### src/rtl/tlbi_pkg.sv
package tlbi_pkg;

  typedef struct packed {
    logic sel0;   // table 0 targeted
    logic sel1;   // table 1 targeted
    logic whole;  // whole table, not one page
    logic honor;  // protect bits respected
  } tlbi_op_t;

  typedef enum logic {
    ST_IDLE,
    ST_WALK
  } walk_st_e;

endpackage

### src/rtl/tlbi_decode.sv
module tlbi_decode (
  input  logic               flush_i,
  input  logic [3:2]         addr_lo_i,
  input  logic [2:1]         type_i,
  output tlbi_pkg::tlbi_op_t op_o
);

  always_comb begin
    if (flush_i) begin
      op_o.sel1  = type_i[1];
      op_o.sel0  = type_i[2];
      op_o.whole = 1'b1;
      op_o.honor = 1'b1;
    end else begin
      op_o.sel1  = addr_lo_i[3];
      op_o.sel0  = ~addr_lo_i[3];
      op_o.whole = addr_lo_i[2];
      // only a whole-table sweep of table 0 overrides protection
      op_o.honor = ~(addr_lo_i[2] & ~addr_lo_i[3]);
    end
  end

endmodule

### src/rtl/tlbi_walk.sv
module tlbi_walk #(
  parameter int NUM_ENTRIES = 8,
  parameter int EPN_W       = 22,
  localparam int IDX_W      = $clog2(NUM_ENTRIES)
) (
  input  logic               clk_i,
  input  logic               rst_ni,
  input  logic               start_i,
  input  tlbi_pkg::tlbi_op_t op_i,
  input  logic [EPN_W-1:0]   epn_i,
  output logic               busy_o,
  output logic               done_o,
  output logic [IDX_W-1:0]   idx_o,
  output tlbi_pkg::tlbi_op_t op_o,
  output logic [EPN_W-1:0]   epn_o
);

  localparam logic [IDX_W-1:0] LAST_IDX = IDX_W'(NUM_ENTRIES - 1);

  tlbi_pkg::walk_st_e st_q;

  always_ff @(posedge clk_i or negedge rst_ni) begin
    if (!rst_ni) begin
      st_q   <= tlbi_pkg::ST_IDLE;
      idx_o  <= '0;
      done_o <= 1'b0;
      op_o   <= '0;
      epn_o  <= '0;
    end else begin
      done_o <= 1'b0;
      case (st_q)
        tlbi_pkg::ST_IDLE: begin
          if (start_i) begin
            st_q  <= tlbi_pkg::ST_WALK;
            idx_o <= '0;
            op_o  <= op_i;
            epn_o <= epn_i;
          end
        end
        default: begin
          if (idx_o == LAST_IDX) begin
            st_q   <= tlbi_pkg::ST_IDLE;
            done_o <= 1'b1;
          end else begin
            idx_o <= idx_o + 1'b1;
          end
        end
      endcase
    end
  end

  assign busy_o = (st_q == tlbi_pkg::ST_WALK);

endmodule

### src/rtl/tlbi_table.sv
module tlbi_table #(
  parameter int NUM_ENTRIES = 8,
  parameter int EPN_W       = 22,
  parameter int SIZE_W      = 4,
  localparam int IDX_W      = $clog2(NUM_ENTRIES)
) (
  input  logic                   clk_i,
  input  logic                   rst_ni,
  input  logic                   ld_en_i,
  input  logic [IDX_W-1:0]       ld_idx_i,
  input  logic [EPN_W-1:0]       ld_epn_i,
  input  logic [SIZE_W-1:0]      ld_size_i,
  input  logic                   ld_valid_i,
  input  logic                   ld_prot_i,
  input  logic                   walk_en_i,
  input  logic [IDX_W-1:0]       idx_i,
  input  logic                   whole_i,
  input  logic                   honor_i,
  input  logic [EPN_W-1:0]       epn_i,
  input  logic [IDX_W-1:0]       rd_idx_i,
  output logic                   rd_valid_o,
  output logic [NUM_ENTRIES-1:0] valid_o,
  output logic [NUM_ENTRIES-1:0] prot_o
);

  logic [EPN_W-1:0]  epn_q  [NUM_ENTRIES];
  logic [SIZE_W-1:0] size_q [NUM_ENTRIES];
  logic [NUM_ENTRIES-1:0] valid_q, prot_q;

  logic [EPN_W-1:0] cur_mask;
  logic             epn_hit, clr;

  always_comb begin
    cur_mask = {EPN_W{1'b1}} << (2 * int'(size_q[idx_i]));
    epn_hit  = (epn_q[idx_i] == (epn_i & cur_mask));
    clr      = walk_en_i & valid_q[idx_i] & (whole_i | epn_hit) &
               (~honor_i | ~prot_q[idx_i]);
  end

  always_ff @(posedge clk_i or negedge rst_ni) begin
    if (!rst_ni) begin
      valid_q <= '0;
      prot_q  <= '0;
      for (int e = 0; e < NUM_ENTRIES; e++) begin
        epn_q[e]  <= '0;
        size_q[e] <= '0;
      end
    end else begin
      for (int e = 0; e < NUM_ENTRIES; e++) begin
        if (ld_en_i && ld_idx_i == IDX_W'(e)) begin
          epn_q[e]   <= ld_epn_i;
          size_q[e]  <= ld_size_i;
          valid_q[e] <= ld_valid_i;
          prot_q[e]  <= ld_prot_i;
        end else if (clr && idx_i == IDX_W'(e)) begin
          valid_q[e] <= 1'b0;
        end
      end
    end
  end

  assign rd_valid_o = valid_q[rd_idx_i];
  assign valid_o    = valid_q;
  assign prot_o     = prot_q;

endmodule

### src/rtl/tlbi_ctrl.sv
module tlbi_ctrl #(
  parameter int NUM_ENTRIES = 8,
  parameter int ADDR_W      = 32,
  parameter int SIZE_W      = 4,
  localparam int IDX_W      = $clog2(NUM_ENTRIES)
) (
  input  logic              clk_i,
  input  logic              rst_ni,
  input  logic              cmd_valid_i,
  input  logic              cmd_flush_i,
  input  logic [ADDR_W-1:0] cmd_addr_i,
  input  logic [2:0]        cmd_type_i,
  output logic              busy_o,
  output logic              done_o,
  input  logic              ld_en_i,
  input  logic              ld_tbl_i,
  input  logic [IDX_W-1:0]  ld_idx_i,
  input  logic [ADDR_W-11:0] ld_epn_i,
  input  logic [SIZE_W-1:0] ld_size_i,
  input  logic              ld_valid_i,
  input  logic              ld_prot_i,
  input  logic              rd_tbl_i,
  input  logic [IDX_W-1:0]  rd_idx_i,
  output logic              rd_valid_o
);

  localparam int EPN_W = ADDR_W - 10;

  tlbi_pkg::tlbi_op_t dec_op, walk_op;
  logic [EPN_W-1:0]   walk_epn;
  logic [IDX_W-1:0]   walk_idx;
  logic               walk_busy;

  logic [NUM_ENTRIES-1:0] tbl_valid [2];
  logic [NUM_ENTRIES-1:0] tbl_prot  [2];
  logic [1:0]             tbl_rd;
  logic [1:0]             tbl_sel;

  logic [NUM_ENTRIES-1:0] t0_valid, t1_valid, t1_prot;
  logic                   unused_bits;

  assign unused_bits = ^{cmd_addr_i[9:4], cmd_addr_i[1:0], cmd_type_i[0], tbl_prot[0]};

  tlbi_decode u_dec (
    .flush_i   (cmd_flush_i),
    .addr_lo_i (cmd_addr_i[3:2]),
    .type_i    (cmd_type_i[2:1]),
    .op_o      (dec_op)
  );

  tlbi_walk #(
    .NUM_ENTRIES (NUM_ENTRIES),
    .EPN_W       (EPN_W)
  ) u_walk (
    .clk_i   (clk_i),
    .rst_ni  (rst_ni),
    .start_i (cmd_valid_i),
    .op_i    (dec_op),
    .epn_i   (cmd_addr_i[ADDR_W-1:10]),
    .busy_o  (walk_busy),
    .done_o  (done_o),
    .idx_o   (walk_idx),
    .op_o    (walk_op),
    .epn_o   (walk_epn)
  );

  assign tbl_sel = {walk_op.sel1, walk_op.sel0};

  for (genvar t = 0; t < 2; t++) begin : g_tbl
    tlbi_table #(
      .NUM_ENTRIES (NUM_ENTRIES),
      .EPN_W       (EPN_W),
      .SIZE_W      (SIZE_W)
    ) u_tbl (
      .clk_i      (clk_i),
      .rst_ni     (rst_ni),
      .ld_en_i    (ld_en_i & ~walk_busy & (ld_tbl_i == 1'(t))),
      .ld_idx_i   (ld_idx_i),
      .ld_epn_i   (ld_epn_i),
      .ld_size_i  (ld_size_i),
      .ld_valid_i (ld_valid_i),
      .ld_prot_i  (ld_prot_i),
      .walk_en_i  (walk_busy & tbl_sel[t]),
      .idx_i      (walk_idx),
      .whole_i    (walk_op.whole),
      .honor_i    (walk_op.honor),
      .epn_i      (walk_epn),
      .rd_idx_i   (rd_idx_i),
      .rd_valid_o (tbl_rd[t]),
      .valid_o    (tbl_valid[t]),
      .prot_o     (tbl_prot[t])
    );
  end

  assign busy_o     = walk_busy;
  assign rd_valid_o = tbl_rd[rd_tbl_i];
  assign t0_valid   = tbl_valid[0];
  assign t1_valid   = tbl_valid[1];
  assign t1_prot    = tbl_prot[1];

endmodule

### config.mk
export PLATFORM = sky130hd
export DESIGN_NAME = tlbi_ctrl
export DESIGN_NICKNAME = d
export VERILOG_FILES = /design/src/rtl/tlbi_pkg.sv /design/src/rtl/tlbi_decode.sv /design/src/rtl/tlbi_walk.sv /design/src/rtl/tlbi_table.sv /design/src/rtl/tlbi_ctrl.sv
export SDC_FILE = /design/constraint.sdc
export NUM_CORES = 1
export LEC_CHECK = 0
export ABC_CLOCK_PERIOD_IN_PS = 5300
export BUFFER_PORTS_ARGS = -buffer_cell sky130_fd_sc_hd__buf_2
export CAP_MARGIN = 20
export CORE_AREA = 2 2 191 193
export DETAILED_ROUTE_END_ITERATION = 7
export DIE_AREA = 0 0 193 195
export PLACE_DENSITY = 0.89
export SLEW_MARGIN = 10
export SYNTH_ARGS = -nofsm -noshare
export SYNTH_HDL_FRONTEND = slang
export SYNTH_SLANG_ARGS = --single-unit
export TNS_END_PERCENT = 20
### constraint.sdc
create_clock -name clk_i -period 5.3 [get_ports clk_i]
set_input_delay 0.265 -clock clk_i [delete_from_list [all_inputs] [get_ports clk_i]]
set_output_delay 0.265 -clock clk_i [all_outputs]
set_load 0.01 [all_outputs]
* After elaboration in Yosys (flattened, before gate mapping)
Index checks and enable logic that the tools add are counted.
Storage, ports and cells: bits in registers 479, output and inout bits 3, word-level logic and storage cells 242
Cells by class: shift-type cells 2, bitwise gates (word level) 26, multiplexer cells 67, eq/ne operators 17, reductions and logical operators 53, add/sub/neg operators 1, $lt $le $gt $ge 4
Operators with widths (number):
- binary-select mux 22 bit (select 3 bit) | 2
- two-way mux 22 bit | 4
- two-way mux 1 bit | 45
- AND 22 bit | 2
- == test 22 bit | 2
- << shifter 22 x 5 -> 22 bit (first input constant) | 2
- nonzero test 2 bit | 17
- logical AND 1 bit | 32
- binary-select mux 4 bit (select 3 bit) | 2
- == test 3 bit (second input constant) | 8
- two-way mux 4 bit | 5
- binary-select mux 1 bit (select 3 bit) | 6
- AND 1 bit | 12
- == test 3 x 2 -> 1 bit (second input constant) | 4
- two-way mux 3 bit | 3
- < comparator 3 x 4 -> 1 bit (second input constant) | 2
- NOT 1 bit | 7
- == test 3 x 1 -> 1 bit (second input constant) | 2
- zero test 3 bit | 2
- >= comparator 4 bit (second input constant) | 1
- NOT 3 -> 4 bit | 1
- OR 1 bit | 4
- AND reduction 2 bit | 2
- adder 3 x 1 -> 3 bit (second input constant) | 1
- 2 further kinds | 2

* Depth between registers and ports, before layout
word-level depth 13, depth in mapped cells 15, depth with buffers taken out 9

* Cells and area by module
A second synthesis with hierarchy kept.
Second synthesis, totals: cells, all modules 1623, area total of the unflattened synthesis 23156.0 sq um
Modules (own cells, without submodules):
- tlbi_table | area an instance 10884.2 sq um, sequential area each 5605.4 sq um, cells each 770, instances 2
- tlbi_walk | area an instance 1307.5 sq um, sequential area each 775.7 sq um, cells each 73, instances 1
- tlbi_ctrl | area an instance 43.8 sq um, sequential area each 0.0 sq um, cells each 5, instances 1
- tlbi_decode | area an instance 36.3 sq um, sequential area each 0.0 sq um, cells each 5, instances 1

* Least setup slack after synthesis
OpenSTA, ideal clock, no wires.
path type register to register, start point reg u_walk.idx_o[0], end point reg g_tbl[1].u_tbl.valid_q[0], arrival 2.952 ns, setup time 0.133 ns, cell stages (with the launch flop) 15, path slack 2.215 ns, period minus slack after synthesis 3.085 ns, cell sequence dfrtp_1 -> buf_6 -> buf_6 -> buf_6 -> buf_6 -> buf_6 -> mux4_2 -> nand2_1 -> nand3_1 -> a21oi_1 -> nand2_1 -> nor4_1 -> a32oi_2 -> o311ai_1 -> o21ai_1
Between the ends: cells in the longest elaborated chain, start to end 12, elaborated cells between the ends (all ways) 23, classes of those cells eq/ne (1); shift (1); mux (10); bitwise (8); reduce/logical (3)
Ends and longest elaborated chain:
- start, declared | RTL line tlbi_walk.sv:13 | output logic [IDX_W-1:0] idx_o,
- start signal, assigned | RTL line tlbi_walk.sv:45 | idx_o <= idx_o + 1'b1;
- NOT 3 -> 4 bit (implied by the code) | RTL line tlbi_table.sv:34, tlbi_table.sv:35
- binary-select mux 4 bit (select 3 bit) | RTL line tlbi_table.sv:34 | cur_mask = {EPN_W{1'b1}} << (2 * int'(size_q[idx_i]));
- two-way mux 4 bit (implied by the code) (2 in a row) | RTL line tlbi_table.sv:34
- << shifter 22 x 5 -> 22 bit | RTL line tlbi_table.sv:34
- AND 22 bit | RTL line tlbi_table.sv:35 | epn_hit = (epn_q[idx_i] == (epn_i & cur_mask));
- == test 22 bit | RTL line tlbi_table.sv:35
- OR 1 bit | RTL line tlbi_table.sv:36 | clr = walk_en_i & valid_q[idx_i] & (whole_i | epn_hit) &
- AND 1 bit (2 in a row) | RTL line tlbi_table.sv:36
- logical AND 1 bit (*) | RTL line tlbi_table.sv:55 | end else if (clr && idx_i == IDX_W'(e)) begin
- nonzero test 2 bit (no source line) (*)
- end signal, assigned by index | RTL line tlbi_table.sv:53 | valid_q[e] <= ld_valid_i;
- end, declared | RTL line tlbi_table.sv:28 | logic [NUM_ENTRIES-1:0] valid_q, prot_q;
Every way passes the cells marked *; elsewhere a longest branch is shown, timed or not. The select of a mux whose other input is x is not followed. A chain may end at the register's enable or synchronous reset.

* Worst setup path after layout
start point reg u_walk.idx_o[0], end point reg g_tbl[1].u_tbl.valid_q[4]
Same word-level chain as after synthesis.

==> qor.csv <==
stage;metric;value;unit
place;I/O Buffers;69;
worst_setup_path;CP startpoint kind;register;
place;placer congestion estimate;0.885;
layout;P&R area growth vs syn;11.3;%
global_routing;initial antenna violation count;2;
layout;Final Util;0.720;
flow_run;MaxCap Viol Count;0;
power_and_ir_drop;Pwr Density;593;nW/um2
layout;Layout Nets;1780;
clock_tree;H-tree levels;2;
floorplanning;core box area;35400;um2
detailed_routing;DRT Pass-1 Iters;5;
worst_setup_path;Reg2Reg Capture Point;g_tbl[1].u_tbl.valid_o[4];
floorplanning;row count;69;
worst_setup_path;Setup Crit Path Kind;register to register;
yosys;mux share of post-synthesis cell area;0.343;
clock_tree;clock buffer count from CTS;48;
worst_setup_path;R2R cell count;9;
yosys;post-synthesis simple-gate area fraction;0.0529;
yosys;Syn Nets;1722;
yosys;post-synthesis adder-cell area fraction;0.00328;
floorplanning;Starting Density;0.647;
yosys;YS warnings;0;
worst_setup_path;CP Cell Sequence;mux4_2 > mux2i_2 > a31oi_1 > or3_1 > a222oi_1 > and4bb_1 > a32oi_2 > o311ai_1 > o21ai_1;
sta;fmax;227;MHz
sta;slew of the pin with the lowest slew margin;1.18;ns
yosys;post-synth cell types;71;
worst_setup_path;WP data arrival;4.86;ns
status;status;finished clean;
power_and_ir_drop;IR drop worst, VDD;0.372;mV
detailed_routing;DRT iter0 DRCs;1389;
worst_setup_path;Reg2Reg Setup Slack;0.89;ns
hold_path;HP Class;primary input to register;
yosys;flop and latch count out of synthesis;479;
layout;share of post-route cells with drive strength above 1;0.425;
detailed_routing;vias per cell;6.75;
sta;final slew viol count;0;
clock_tree;clk buf depth;3;
clock_tree;Worst-path clk slew;0.06;ns
yosys;Post-synth ARST share;1.00;
sta;RSZ-0062 raised after global routing;false;
place;dpl ws;1.17;ns
worst_setup_path;Crit path max-delay family;compound AO/OA/AOI/OAI gates;
power_and_ir_drop;Switch Pwr;0.00518;W
power_and_ir_drop;Flop pwr share;0.401;
yosys;Main synth FF type;dfrtp_1;
detailed_routing;routed wire length per instance;26.5;um
power_and_ir_drop;Sw Ratio;0.343;
power_and_ir_drop;Logic pwr share;0.373;
yosys;largest family of logic cells by synthesized area;multiplexers;
floorplanning;full die area;37600;um2
clock_tree;Post-CTS Setup Repair Bufs;0;
floorplanning;Top Ports;79;
detailed_routing;DRT antenna net count;0;
worst_setup_path;reg2reg start;u_walk.idx_o[0];
sta;setup ws final;0.888;ns
clock_tree;CTS Sinks;479;
worst_setup_path;CP endpoint kind;register;
worst_setup_path;Slowest cell on crit path;dfrtp_4;
yosys;Synth Cell Area;22900;um2
global_routing;GRT Util Overall;0.320;
power_and_ir_drop;Leak Pwr;11.9;nW
floorplanning;die height;195;um
global_routing;first-pass GRT wire length;90000;um
worst_setup_path;critical path peak fanout;30;
floorplanning;DIE WIDTH;193;um
sta;Hold Vio Cnt, Final;0;
clock_tree;root buffer cell;clkbuf_16;
yosys;post-synthesis sequential area ratio;0.523;
sta;Setup Viol. Count Final;0;
detailed_routing;DR vias;14800;
worst_setup_path;CP max stage delay;0.81;ns
global_routing;largest net degree at the start of global routing;149;
yosys;number of flops mapped to enable cells by yosys;0;
global_routing;total gr overflow;0;
sta;Final TNS setup;0;ns
yosys;Post-Syn Instances;1640;
detailed_routing;Post-route DRC;0;
yosys;XOR/XNOR share of the synthesized area;0.00688;
power_and_ir_drop;clock network fraction of total power;0.227;
sta;Period Utilization, post-route;0.832;
sta;min cycle time layout;4.41;ns
hold_path;hold endpoint;u_walk.op_o[0];
sta;max_slew headroom;0.216;
hold_path;hold path cells;3;
yosys;Avg Synthesized Cell Area;14.0;um2
place;HPWL Detailed;34000;um
clock_tree;worst-skew pair later-pin latency;0.59;ns
worst_setup_path;Crit path required time;5.75;ns
sta;clk_skew;0.0151;ns
worst_setup_path;Bufs and invs on worst path;0;
power_and_ir_drop;Pint;0.00994;W
detailed_routing;Detailed Route WL;58100;um
yosys;Compound-Gate Fraction of Synth Area;0.0425;
clock_tree;TritonCTS clock tree;built;
global_routing;vias in the first global route;15600;
hold_path;hold_sp;cmd_addr_i[3];
## power groups by stage
| stage | Sequential (W) | Clock, W | Combinational [W] |
|---|---|---|---|
| finish | 0.00606 | 0.00343 | 0.00564 |
| floorplan | 0.00560 | 0 | 0.00443 |
| CTS | 0.00602 | 0.00346 | 0.00555 |
| global placement | 0.00592 | 0 | 0.00525 |
| detailed placement | 0.00606 | 0 | 0.00546 |
| global route | 0.00622 | 0.00361 | 0.00599 |
## how the worst max path moves through the flow
stage / from / endpoint / slack (ns) / depth (start not counted)
after detailed placement: u_walk.idx_o[0] / g_tbl[1].u_tbl.valid_o[4] / 1.17 / 9
after CTS: u_walk.idx_o[0] / g_tbl[0].u_tbl.valid_o[5] / 1.10 / 10
after global routing: u_walk.idx_o[0] / g_tbl[0].u_tbl.valid_o[5] / 0.79 / 10
final: u_walk.idx_o[0] / g_tbl[1].u_tbl.valid_o[4] / 0.89 / 9
after global placement: u_walk.idx_o[0] / g_tbl[0].u_tbl.valid_o[5] / 1.24 / 10
after floorplan: u_walk.idx_o[0] / g_tbl[1].u_tbl.valid_o[0] / 2.21 / 14
## cell usage after synthesis (3+ instances only)
master,number,area (um2)
o31ai_1,7,52.6
and3b_1,3,26.3
ha_1,6,75.1
xor2_1,9,78.8
a22oi_1,8,60.1
a32oi_1,3,26.3
o41ai_1,3,26.3
buf_4,5,37.5
xnor2_1,9,78.8
clkbuf_1,70,263
nor4_1,4,25.0
a22o_1,3,26.3
nor2_1,20,75.1
and3_1,3,18.8
nand2b_1,9,56.3
buf_2,14,70.1
a31oi_1,12,75.1
buf_6,15,169
nand4_1,7,43.8
mux2i_1,64,641
a21o_1,5,37.5
mux4_2,100,2250
nand3_1,15,75.1
and2_1,5,31.3
a211oi_1,4,30.0
o211ai_1,8,60.1
a21boi_0,4,30.0
nand2_1,152,571
nor3_1,6,30.0
inv_1,16,60.1
o21ai_1,14,70.1
nor2b_1,13,81.3
o221ai_1,3,26.3
o32ai_1,3,26.3
nor3b_1,4,30.0
o311ai_1,4,35.0
o21ai_0,21,105
mux2_2,436,4910
dfrtp_1,479,12000
a21oi_1,17,85.1
buf_1,12,45.0
o22ai_1,4,25.0
## cells in the final DEF, fill, tap and decap left out, types with 9 or more instances in the layout
cell,count
a21oi_1,17
nor2b_1,11
buf_2,68
clkbuf_1,11
xnor2_1,9
xor2_1,9
mux2i_1,64
mux4_2,100
clkbuf_8,15
nand2_1,143
dfrtp_1,476
o21ai_1,14
mux2_2,436
dlygate4sd3_1,28
buf_4,19
inv_1,16
clkbuf_16,50
a31oi_1,12
nand2_2,9
nand3_1,15
nand2b_1,9
nor2_1,20
o21ai_0,21
## layer usage
metal | track usage | routed length (um)
met5 | 0 | 0
met4 | 0.141 | 2730
met3 | 0.0568 | 4530
met2 | 0.504 | 27900
met1 | 0.440 | 22900
## area by class of cell
cell class / count / area [um2]
clock buffer: 76 / 1500
sequential: 479 / 12000
tap: 461 / 577
clock inverter: 7 / 96.3
inverter: 18 / 67.6
fill: 2152 / 9910
antenna: 2 / 5.00
timing repair buffer: 124 / 926
multi-input combinational: 1027 / 10300
## registers in the layout, indices dropped and copies added (netlist names)
name and count:
g_tbl.u_tbl.size_q 64, g_tbl.u_tbl.prot_o 16, u_walk.done_o 1, g_tbl.u_tbl.valid_o 16, g_tbl.u_tbl.epn_q 352, u_walk.epn_o 22, u_walk.idx_o 3, u_walk.op_o 4
u_walk.busy_o 1
## cells by family (layout without fill, tap and decap cells)
group,after synthesis,count (layout)
flip-flops,479,479
adder cells (fa/ha/maj),6,6
AO/OA/AOI/OAI,141,141
multiplexers,603,603
XOR/XNOR,18,18
AND/OR/NAND/NOR,259,259
buffers and inverters,134,225
other,0,2
## worst register-to-register path: stages (launching register included)
cell and delay [ns]:
dfrtp_4 0.81, mux4_2 0.62, mux2i_2 0.62, a31oi_1 0.25, or3_1 0.39, a222oi_1 0.56
and4bb_1 0.34, a32oi_2 0.23, o311ai_1 0.33, o21ai_1 0.12
## repair_timing
| action | CTS | global route |
|---|---|---|
| hold buffers | 28 | 0 |
| hold endpoints to repair | 116 | 0 |
| gates resized for setup | 0 | 0 |
## through the flow
step | power (W) | cell area, um2 | hold slack [ns] | cells
floorplan | 0.0100 | 22900 | -0.0306 | 1640
global placement | 0.0112 | 23500 | 0.332 | 2076
detailed placement | 0.0115 | 23500 | 0.335 | 2076
CTS | 0.0150 | 25400 | 0.00263 | 2187
global route | 0.0158 | 25500 | 0.0434 | 2194
finish | 0.0151 | 25500 | 0.0288 | 2194
No activity file was read; power rests on OpenSTA's default activity.
